[config.mk]
export PLATFORM = sky130hd
export DESIGN_NAME = qas_target_seq
export DESIGN_NICKNAME = d
export VERILOG_FILES = /design/src/rtl/qas_pkg.sv /design/src/rtl/qas_msg_detect.sv /design/src/rtl/qas_win_timer.sv /design/src/rtl/qas_prio_resolve.sv /design/src/rtl/qas_target_seq.sv
export SDC_FILE = /design/constraint.sdc
export NUM_CORES = 1
export LEC_CHECK = 0
export BUFFER_PORTS_ARGS = -buffer_cell sky130_fd_sc_hd__buf_4
export CORE_MARGIN = 2
export CORE_UTILIZATION = 34
export DETAILED_ROUTE_END_ITERATION = 12
export PLACE_DENSITY = 0.58
export SYNTH_ARGS = -nofsm -noshare
export SYNTH_HDL_FRONTEND = slang
export SYNTH_HIERARCHICAL = 1
export SYNTH_SLANG_ARGS = --single-unit
[constraint.sdc]
create_clock -name clk -period 4.65 [get_ports clk]
set_input_delay 0.93 -clock clk [delete_from_list [all_inputs] [get_ports clk]]
set_output_delay 0.93 -clock clk [all_outputs]
set_load 0.005 [all_outputs]
[src/rtl/qas_pkg.sv]
package qas_pkg;

  typedef enum logic [2:0] {
    S_IDLE  = 3'd0,
    S_WREL  = 3'd1,
    S_ARB   = 3'd2,
    S_WIN   = 3'd3,
    S_RESEL = 3'd4
  } qas_st_t;

  // minimum windows: round up to whole cycles
  function automatic int cyc_min(input int ns, input int clk_ns);
    return (ns + clk_ns - 1) / clk_ns;
  endfunction

  // maximum windows: round down, never below one cycle
  function automatic int cyc_max(input int ns, input int clk_ns);
    return (ns / clk_ns < 1) ? 1 : ns / clk_ns;
  endfunction

endpackage

[src/rtl/qas_msg_detect.sv]
module qas_msg_detect #(
  parameter int          DATA_W   = 8,
  parameter logic [7:0]  MSG_CODE = 8'h55
) (
  input  logic              msg_phase,
  input  logic              req_in,
  input  logic              ack_in,
  input  logic [DATA_W-1:0] db_in,
  output logic              hit
);

  // handover byte counts only once the initiator has acknowledged it
  assign hit = msg_phase && req_in && ack_in && (db_in[7:0] == MSG_CODE);

endmodule

[src/rtl/qas_win_timer.sv]
module qas_win_timer #(
  parameter int CNT_W = 8
) (
  input  logic             clk,
  input  logic             rst,
  input  logic             clear,
  input  logic [CNT_W-1:0] limit,
  output logic             done
);

  logic [CNT_W-1:0] cnt;

  assign done = (cnt == limit - 1'b1);

  always_ff @(posedge clk) begin
    if (rst || clear) cnt <= '0;
    else if (!done)   cnt <= cnt + 1'b1;
  end

  a_r4_cnt_bound: assert property (@(posedge clk) disable iff (rst)
    cnt < limit);

endmodule

[src/rtl/qas_prio_resolve.sv]
module qas_prio_resolve #(
  parameter int DATA_W = 8,
  parameter int ID_W   = 3
) (
  input  logic [DATA_W-1:0] bus,
  output logic [ID_W-1:0]   top_id,
  output logic              any_bit
);

  always_comb begin
    top_id  = '0;
    any_bit = |bus;
    for (int i = 0; i < DATA_W; i++) begin
      if (bus[i]) top_id = ID_W'(i);
    end
  end

endmodule

[src/rtl/qas_target_seq.sv]
module qas_target_seq
  import qas_pkg::*;
#(
  parameter int         CLK_NS     = 10,
  parameter int         DATA_W     = 8,
  parameter int         ID_W       = $clog2(DATA_W),
  parameter logic [7:0] MSG_CODE   = 8'h55,
  parameter int         REL_MAX_NS = 200,
  parameter int         DEC_MIN_NS = 1000,
  parameter int         RES_MIN_NS = 1000
) (
  input  logic              clk,
  input  logic              rst,
  input  logic              qas_en,
  input  logic              want_bus,
  input  logic [ID_W-1:0]   own_id,
  input  logic              msg_phase,
  input  logic              req_in,
  input  logic              ack_in,
  input  logic              bsy_in,
  input  logic [DATA_W-1:0] db_in,
  output logic [DATA_W-1:0] db_drive,
  output logic              sel_out,
  output logic              resel_go
);

  localparam int REL_CYC = cyc_max(REL_MAX_NS, CLK_NS);
  localparam int DEC_CYC = cyc_min(DEC_MIN_NS, CLK_NS);
  localparam int RES_CYC = cyc_min(RES_MIN_NS, CLK_NS);
  localparam int MAX_A   = (REL_CYC > DEC_CYC) ? REL_CYC : DEC_CYC;
  localparam int MAX_CYC = (MAX_A > RES_CYC) ? MAX_A : RES_CYC;
  localparam int CNT_W   = $clog2(MAX_CYC + 1);

  qas_st_t          st_q, st_d;
  logic [ID_W-1:0]  id_q;
  logic             hit, done, any_bit, clear;
  logic [ID_W-1:0]  top_id;
  logic [CNT_W-1:0] limit;

  qas_msg_detect #(.DATA_W(DATA_W), .MSG_CODE(MSG_CODE)) u_det (
    .msg_phase(msg_phase), .req_in(req_in), .ack_in(ack_in),
    .db_in(db_in), .hit(hit)
  );

  qas_win_timer #(.CNT_W(CNT_W)) u_tmr (
    .clk(clk), .rst(rst), .clear(clear), .limit(limit), .done(done)
  );

  qas_prio_resolve #(.DATA_W(DATA_W), .ID_W(ID_W)) u_prio (
    .bus(db_in), .top_id(top_id), .any_bit(any_bit)
  );

  always_comb begin
    case (st_q)
      S_WREL:  limit = CNT_W'(REL_CYC);
      S_ARB:   limit = CNT_W'(DEC_CYC);
      S_WIN:   limit = CNT_W'(RES_CYC);
      default: limit = CNT_W'(1);
    endcase
  end

  always_comb begin
    st_d = st_q;
    if (!qas_en) begin
      st_d = S_IDLE;
    end else begin
      case (st_q)
        S_IDLE:  if (hit && want_bus) st_d = S_WREL;
        S_WREL:  if (!bsy_in) st_d = S_ARB;
                 else if (done) st_d = S_IDLE;
        S_ARB:   if (done) st_d = (any_bit && top_id == id_q) ? S_WIN : S_IDLE;
        S_WIN:   if (done) st_d = S_RESEL;
        S_RESEL: st_d = S_IDLE;
        default: st_d = S_IDLE;
      endcase
    end
  end

  // each window restarts from zero whenever the state moves
  assign clear = (st_d != st_q);

  always_ff @(posedge clk) begin
    if (rst) begin
      st_q     <= S_IDLE;
      id_q     <= '0;
      db_drive <= '0;
      sel_out  <= 1'b0;
      resel_go <= 1'b0;
    end else begin
      st_q <= st_d;
      if (st_q == S_IDLE && st_d == S_WREL) id_q <= own_id;
      db_drive <= (st_d == S_ARB || st_d == S_WIN || st_d == S_RESEL)
                  ? (DATA_W'(1) << id_q) : '0;
      sel_out  <= (st_d == S_WIN || st_d == S_RESEL);
      resel_go <= (st_d == S_RESEL);
    end
  end

  a_r4_single_id: assert property (@(posedge clk) disable iff (rst)
    $onehot0(db_drive));

  a_r6_sel_keeps_id: assert property (@(posedge clk) disable iff (rst)
    sel_out |-> (db_drive != '0));

  a_r5_sel_after_arb: assert property (@(posedge clk) disable iff (rst)
    $rose(sel_out) |-> $past(st_q == S_ARB));

  a_r6_resel_under_sel: assert property (@(posedge clk) disable iff (rst)
    resel_go |-> (sel_out && $past(sel_out)));

  a_r8_disable_release: assert property (@(posedge clk) disable iff (rst)
    !qas_en |=> (db_drive == '0 && !sel_out && !resel_go));

endmodule

==> results of run 1 <==
==> cell type report <==
class	instances	area (µm²)	area share
Inverter	9	33.8	0.0177
Multi-Input combinational cell	155	1090	0.568
Timing Repair Buffer	29	218	0.114
Clock buffer	3	41.3	0.0216
Sequential cell	23	460	0.241
Clock inverter	1	7.51	0.00393
Tap cell	52	65.1	0.0340
==> cells in the final DEF, fill, tap and decap left out, types with 3 or more instances in the layout <==
cell type	n
xnor2_1	4
nand4_1	8
nor3b_1	5
o21ai_0	4
inv_1	8
nor3b_2	5
buf_4	29
nand2_1	18
a21oi_1	3
clkbuf_8	3
nor3_1	8
nand4b_1	4
nor2_1	20
nor3_2	3
o211ai_1	4
conb_1	6
nand3b_1	3
mux2i_1	5
nor4_1	6
dfxtp_1	23
xor2_1	10
==> kinds of logic after synthesis <==
group | synth area share
AO/OA/AOI/OAI | 0.164
XOR/XNOR | 0.0770
adder cells (fa/ha/maj) | 0.0157
buffers and inverters | 0.0401
flip-flops | 0.289
multiplexers | 0.0314
other | 0.00236
AND/OR/NAND/NOR | 0.380
==> stage by stage <==
step / total power (µW) / cell area (µm²) / setup WS, ps / cells / util
6_report: 434 / 1910 / 448 / 272 / 0.430
5_1_grt: 456 / 1910 / 5.15 / 272 / 0.430
4_1_cts: 438 / 1910 / 482 / 272 / 0.430
3_5_place_dp: 306 / 1860 / 528 / 268 / 0.419
3_3_place_gp: 305 / 1860 / 566 / 268 / 0.419
2_1_floorplan: 273 / 1610 / 946 / 194 / -
==> path summary, 6_finish.rpt <==
| kind | from | endpoint | slack [ps] | cells after the start |
|---|---|---|---|---|
| setup / recovery | st_q[1] | u_tmr/cnt[6] | 450 | 17 |
| hold / removal | u_tmr/cnt[1] | u_tmr/cnt[1] | 550 | 2 |
| setup reg to reg | st_q[1] | u_tmr/cnt[6] | 450 | 17 |
| hold reg to reg | u_tmr/cnt[1] | u_tmr/cnt[1] | 550 | 2 |
==> routing by layer <==
layer / global-route usage / share of wire / up-vias
li1: - / - / 748
met4: 0.0370 / 0.0069 / 0
met1: 0.207 / 0.49 / 681
met5: 0 / 0 / -
met2: 0.228 / 0.45 / 39
met3: 0.0319 / 0.054 / 2
==> state kept, by name (all words and copies together), names as in the netlist <==
register / count
u_tmr/cnt: 7
resel_go: 1
id_q: 3
sel_out: 1
st_q: 3
db_drive: 8
==> power by group <==
group	switching, µW	total [µW]	internal [µW]
logic	44.8	84.3	39.5
clock network	71.1	132	60.7
registers	13.4	218	204
==> worst register-to-register path, cell delays in order (launching register included) <==
cell      delay, ps
dfxtp_1         550
nor2_1           70
nor2_1          300
inv_1           150
inv_1            80
ha_1            180
nor3b_2         290
xnor2_1         180
a211oi_4        510
nor3_4          160
a21boi_0        210
o21a_1          230
and3_1          180
o22ai_1         100
or2_2           390
nor4_1          310
o21ai_0         140
nand4b_1        110
==> results.cfg, run 1 <==
[yosys]
synth_cells = 189
synth_area_leader_cell = dfxtp_1
ys_types = 53
ys_warn_count = 6
syn_area_per_cell_um2 = 8.42
yosys_register_bits = 23
yosys_most_used_dff = dfxtp_1
syn_area_um2 = 1590
yosysSeqAreaShare = 0.289
ys_top_cells_by_count = 23 x dfxtp_1, 20 x nor2_1, 18 x nand2_1, 10 x xor2_1
yosysMostFrequentCell = dfxtp_1
async_reset_ff_frac = 0
synth_edf_count = 0
synth.area.top_cells = dfxtp_1 29%, xor2_1 5.5%, nor2_1 4.7%
synth_top_area_share = 0.289

[setup_path]
path_buf_inv = 2
path_class = reg2reg
worstPathArrival_ps = 4410
crit_family = simple AND/OR/NAND/NOR gates
critPathMaxFanout = 12
crit_chain = nor2_1 -> nor2_1 -> inv_1 -> inv_1 -> ha_1 -> nor3b_2 -> xnor2_1 -> a211oi_4 -> nor3_4 -> a21boi_0 -> o21a_1 -> and3_1 -> o22ai_1 -> or2_2 -> nor4_1 -> o21ai_0 -> nand4b_1
start_kind = flip-flop
required_ps = 4860
endpoint_kind = flip-flop
cpPeakStageDelay_ps = 550
slowest_stage = dfxtp_1

[clock_network]
cts_max_level = 1
clkLatencyLatePin_ps = 270
postCtsSetupBuffers = 0
post_cts_resized = 0
cts_made_buffers = 3
cts_hold_buffers = 0
cts.sinks = 23
tritoncts = done
cts_buffer_depth = 2
cts-root-buf = clkbuf_8
clkTransAtPathRegs_ps = 100

[floorplan]
core_um2 = 4440
io_pins = 29
die_y_um = 72.4
die_area_um2 = 5240
die_w_um = 72.4
rows = 24
start_util = 0.358

[cells_and_area]
area_delta_synth_final_pct = 20.1
antenna_cells = 0
nFillCells = 442
drive_gt1_frac = 0.245
final_nets = 242

[status]
status = finished clean

[drt]
via_count = 1470
wl_um = 3610
drtAntennaViolNets = 0
dr.first_iter.drc_count = 118
first_pass_iters = 4
vias_per_cell = 5.40
drc = 0
avgRoutedWirePerCell_um = 13.3

[min_path]
holdCritPathClass = reg2reg

[power_and_ir_drop]
worst_ir_drop_vdd_v = 0.000109
p_per_area_nw_per_um2 = 227
p_leak_uw = 0.000732

[timing]
final_hold_viol_count = 0
fmax_mhz = 238
fin_crit_sh = 0.904
tightest_slew_ps = 695
finalSetupViolations = 0
max_slew_margin = 0.536
min_period_ps = 4200
timing.hold.ws_ps = 546
rsz0062_at_grt = no
skew_ps = 8.86
final_max_slew_viol_count = 0
setup_tns_ps = 0

[global_route]
grt_pass1_vias = 1366
grt_usage = 0.147
grt-ovfl-total = 0
antenna_found_initial = 0
grt_max_degree = 16
grt_pass1_wl_um = 6290

[placed_design]
routabilityCongestion = 0.856
port_buffers = 28
dp_hpwl_um = 2710

[flow_run]
drv_cap = 0
Power figures use the tool's default switching activity.
==> run 2, diff against run 1 <==
==> constraint.sdc (replaced) <==
create_clock -name clk -period 5.3 [get_ports clk]
set_input_delay 1.06 -clock clk [delete_from_list [all_inputs] [get_ports clk]]
set_output_delay 1.06 -clock clk [all_outputs]
set_load 0.005 [all_outputs]
==> results.cfg, run 2 (synthesis results as in run 1) <==
[status]
status = finished clean

[floorplan]
die_y_um = 72.4
rows = 24
die_area_um2 = 5240
start_util = 0.358
core_um2 = 4440
die_w_um = 72.4
io_pins = 29

[global_route]
grt_max_degree = 16
grt_pass1_vias = 1386
grt-ovfl-total = 0
antenna_found_initial = 0
grt_pass1_wl_um = 6400
grt_usage = 0.154

[setup_path]
worstPathArrival_ps = 4450
critPathMaxFanout = 10
endpoint_kind = flip-flop
start_kind = flip-flop
path_class = reg2reg
required_ps = 5510

[timing]
tightest_slew_ps = 729
rsz0062_at_grt = no
final_max_slew_viol_count = 0
fin_crit_sh = 0.800
final_hold_viol_count = 0
worst_slack_ps = 1060
timing.hold.ws_ps = 559
max_slew_margin = 0.513
min_period_ps = 4240
skew_ps = 1.95
setup_tns_ps = 0
finalSetupViolations = 0
fmax_mhz = 236

[placed_design]
port_buffers = 28
dp_hpwl_um = 2770
place_ws_ps = 1080
routabilityCongestion = 0.831
dp.cells = 267

[clock_network]
clkLatencyLatePin_ps = 270
cts.sinks = 23
cts_max_level = 1
cts_made_buffers = 3
tritoncts = done
clkTransAtPathRegs_ps = 90
cts-root-buf = clkbuf_8
cts_buffer_depth = 2
post_cts_resized = 0
postCtsSetupBuffers = 0
cts_hold_buffers = 0

[power_and_ir_drop]
fin_total_pwr_uw = 377
intPower_uw = 264
p_leak_uw = 0.000728
p_seq_frac = 0.509
p_per_area_nw_per_um2 = 198
power.switching_uw = 112
clockPowerShare = 0.304
worst_ir_drop_vdd_v = 0.000135
p_comb_frac = 0.187
swShare = 0.298

[cells_and_area]
antenna_cells = 0
stdcell_count = 271
final_common_cell = buf_4
nFillCells = 457
final_cell_mix = 28 x buf_4, 23 x dfxtp_1, 20 x nor2_1
largest_reg_flops = 8
final_nets = 241
area_delta_synth_final_pct = 19.7
top_register = db_drive
top_regs = db_drive (8), u_tmr/cnt (7)
drive_gt1_frac = 0.242

[drt]
avgRoutedWirePerCell_um = 13.4
dr.first_iter.drc_count = 112
via_count = 1454
first_pass_iters = 4
wl_um = 3630
drc = 0
vias_per_cell = 5.37
drtAntennaViolNets = 0

[flow_run]
drv_cap = 0

[min_path]
holdCritPathClass = reg2reg
## run 2: per-stage QoR
step | util | cell area (µm²)
floorplan | - | 1610
global placement | 0.418 | 1860
detailed placement | 0.418 | 1860
CTS | 0.428 | 1900
global route | 0.428 | 1900
finish | 0.428 | 1900
## run 2: power groups by stage
stage	Sequential, µW	Clock (µW)	Combinational [µW]
after global placement	196	0	69.6
after global routing	194	128	78.9
after detailed placement	196	0	69.9
final	192	115	70.3
after floorplan	189	0	50.4
after CTS	192	121	70.2
## run 2: metal layers
metal,vias up,part of all wire,track usage
met4,0,0.0080,0.0432
li1,739,-,-
met2,20,0.45,0.234
met3,2,0.033,0.0347
met5,-,0,0
met1,693,0.50,0.218
## run 2: final cells by class
cell class | count | area [µm²] | share of cell area
multi-input combinational | 155 | 1090 | 0.570
sequential | 23 | 460 | 0.242
timing repair buffer | 28 | 210 | 0.110
tap | 52 | 65.1 | 0.0342
clock buffer | 3 | 41.3 | 0.0217
inverter | 9 | 33.8 | 0.0177
clock inverter | 1 | 7.51 | 0.00394
## run 2: final timing paths
kind	from	endpoint	slack, ps	depth (start not counted)
worst max-delay path	st_q[0]	u_tmr/cnt[6]	1060	17
worst min-delay path	u_tmr/cnt[1]	u_tmr/cnt[1]	560	2
worst max register to register	st_q[0]	u_tmr/cnt[6]	1060	17
worst min register to register	u_tmr/cnt[1]	u_tmr/cnt[1]	560	2
## run 2: critical path, cell delays in order, from the launching register on
cell      delay (ps)
dfxtp_1          510
nor2_1            90
nor2_1           320
inv_1            170
inv_1             90
ha_1             170
nor3b_2          290
xnor2_1          180
a211oi_4         510
nor3_4           150
a21boi_0         210
o21a_1           230
and3_1           170
o22ai_1          100
or2_2            390
nor4_1           330
o21ai_0          160
nand4b_1         120
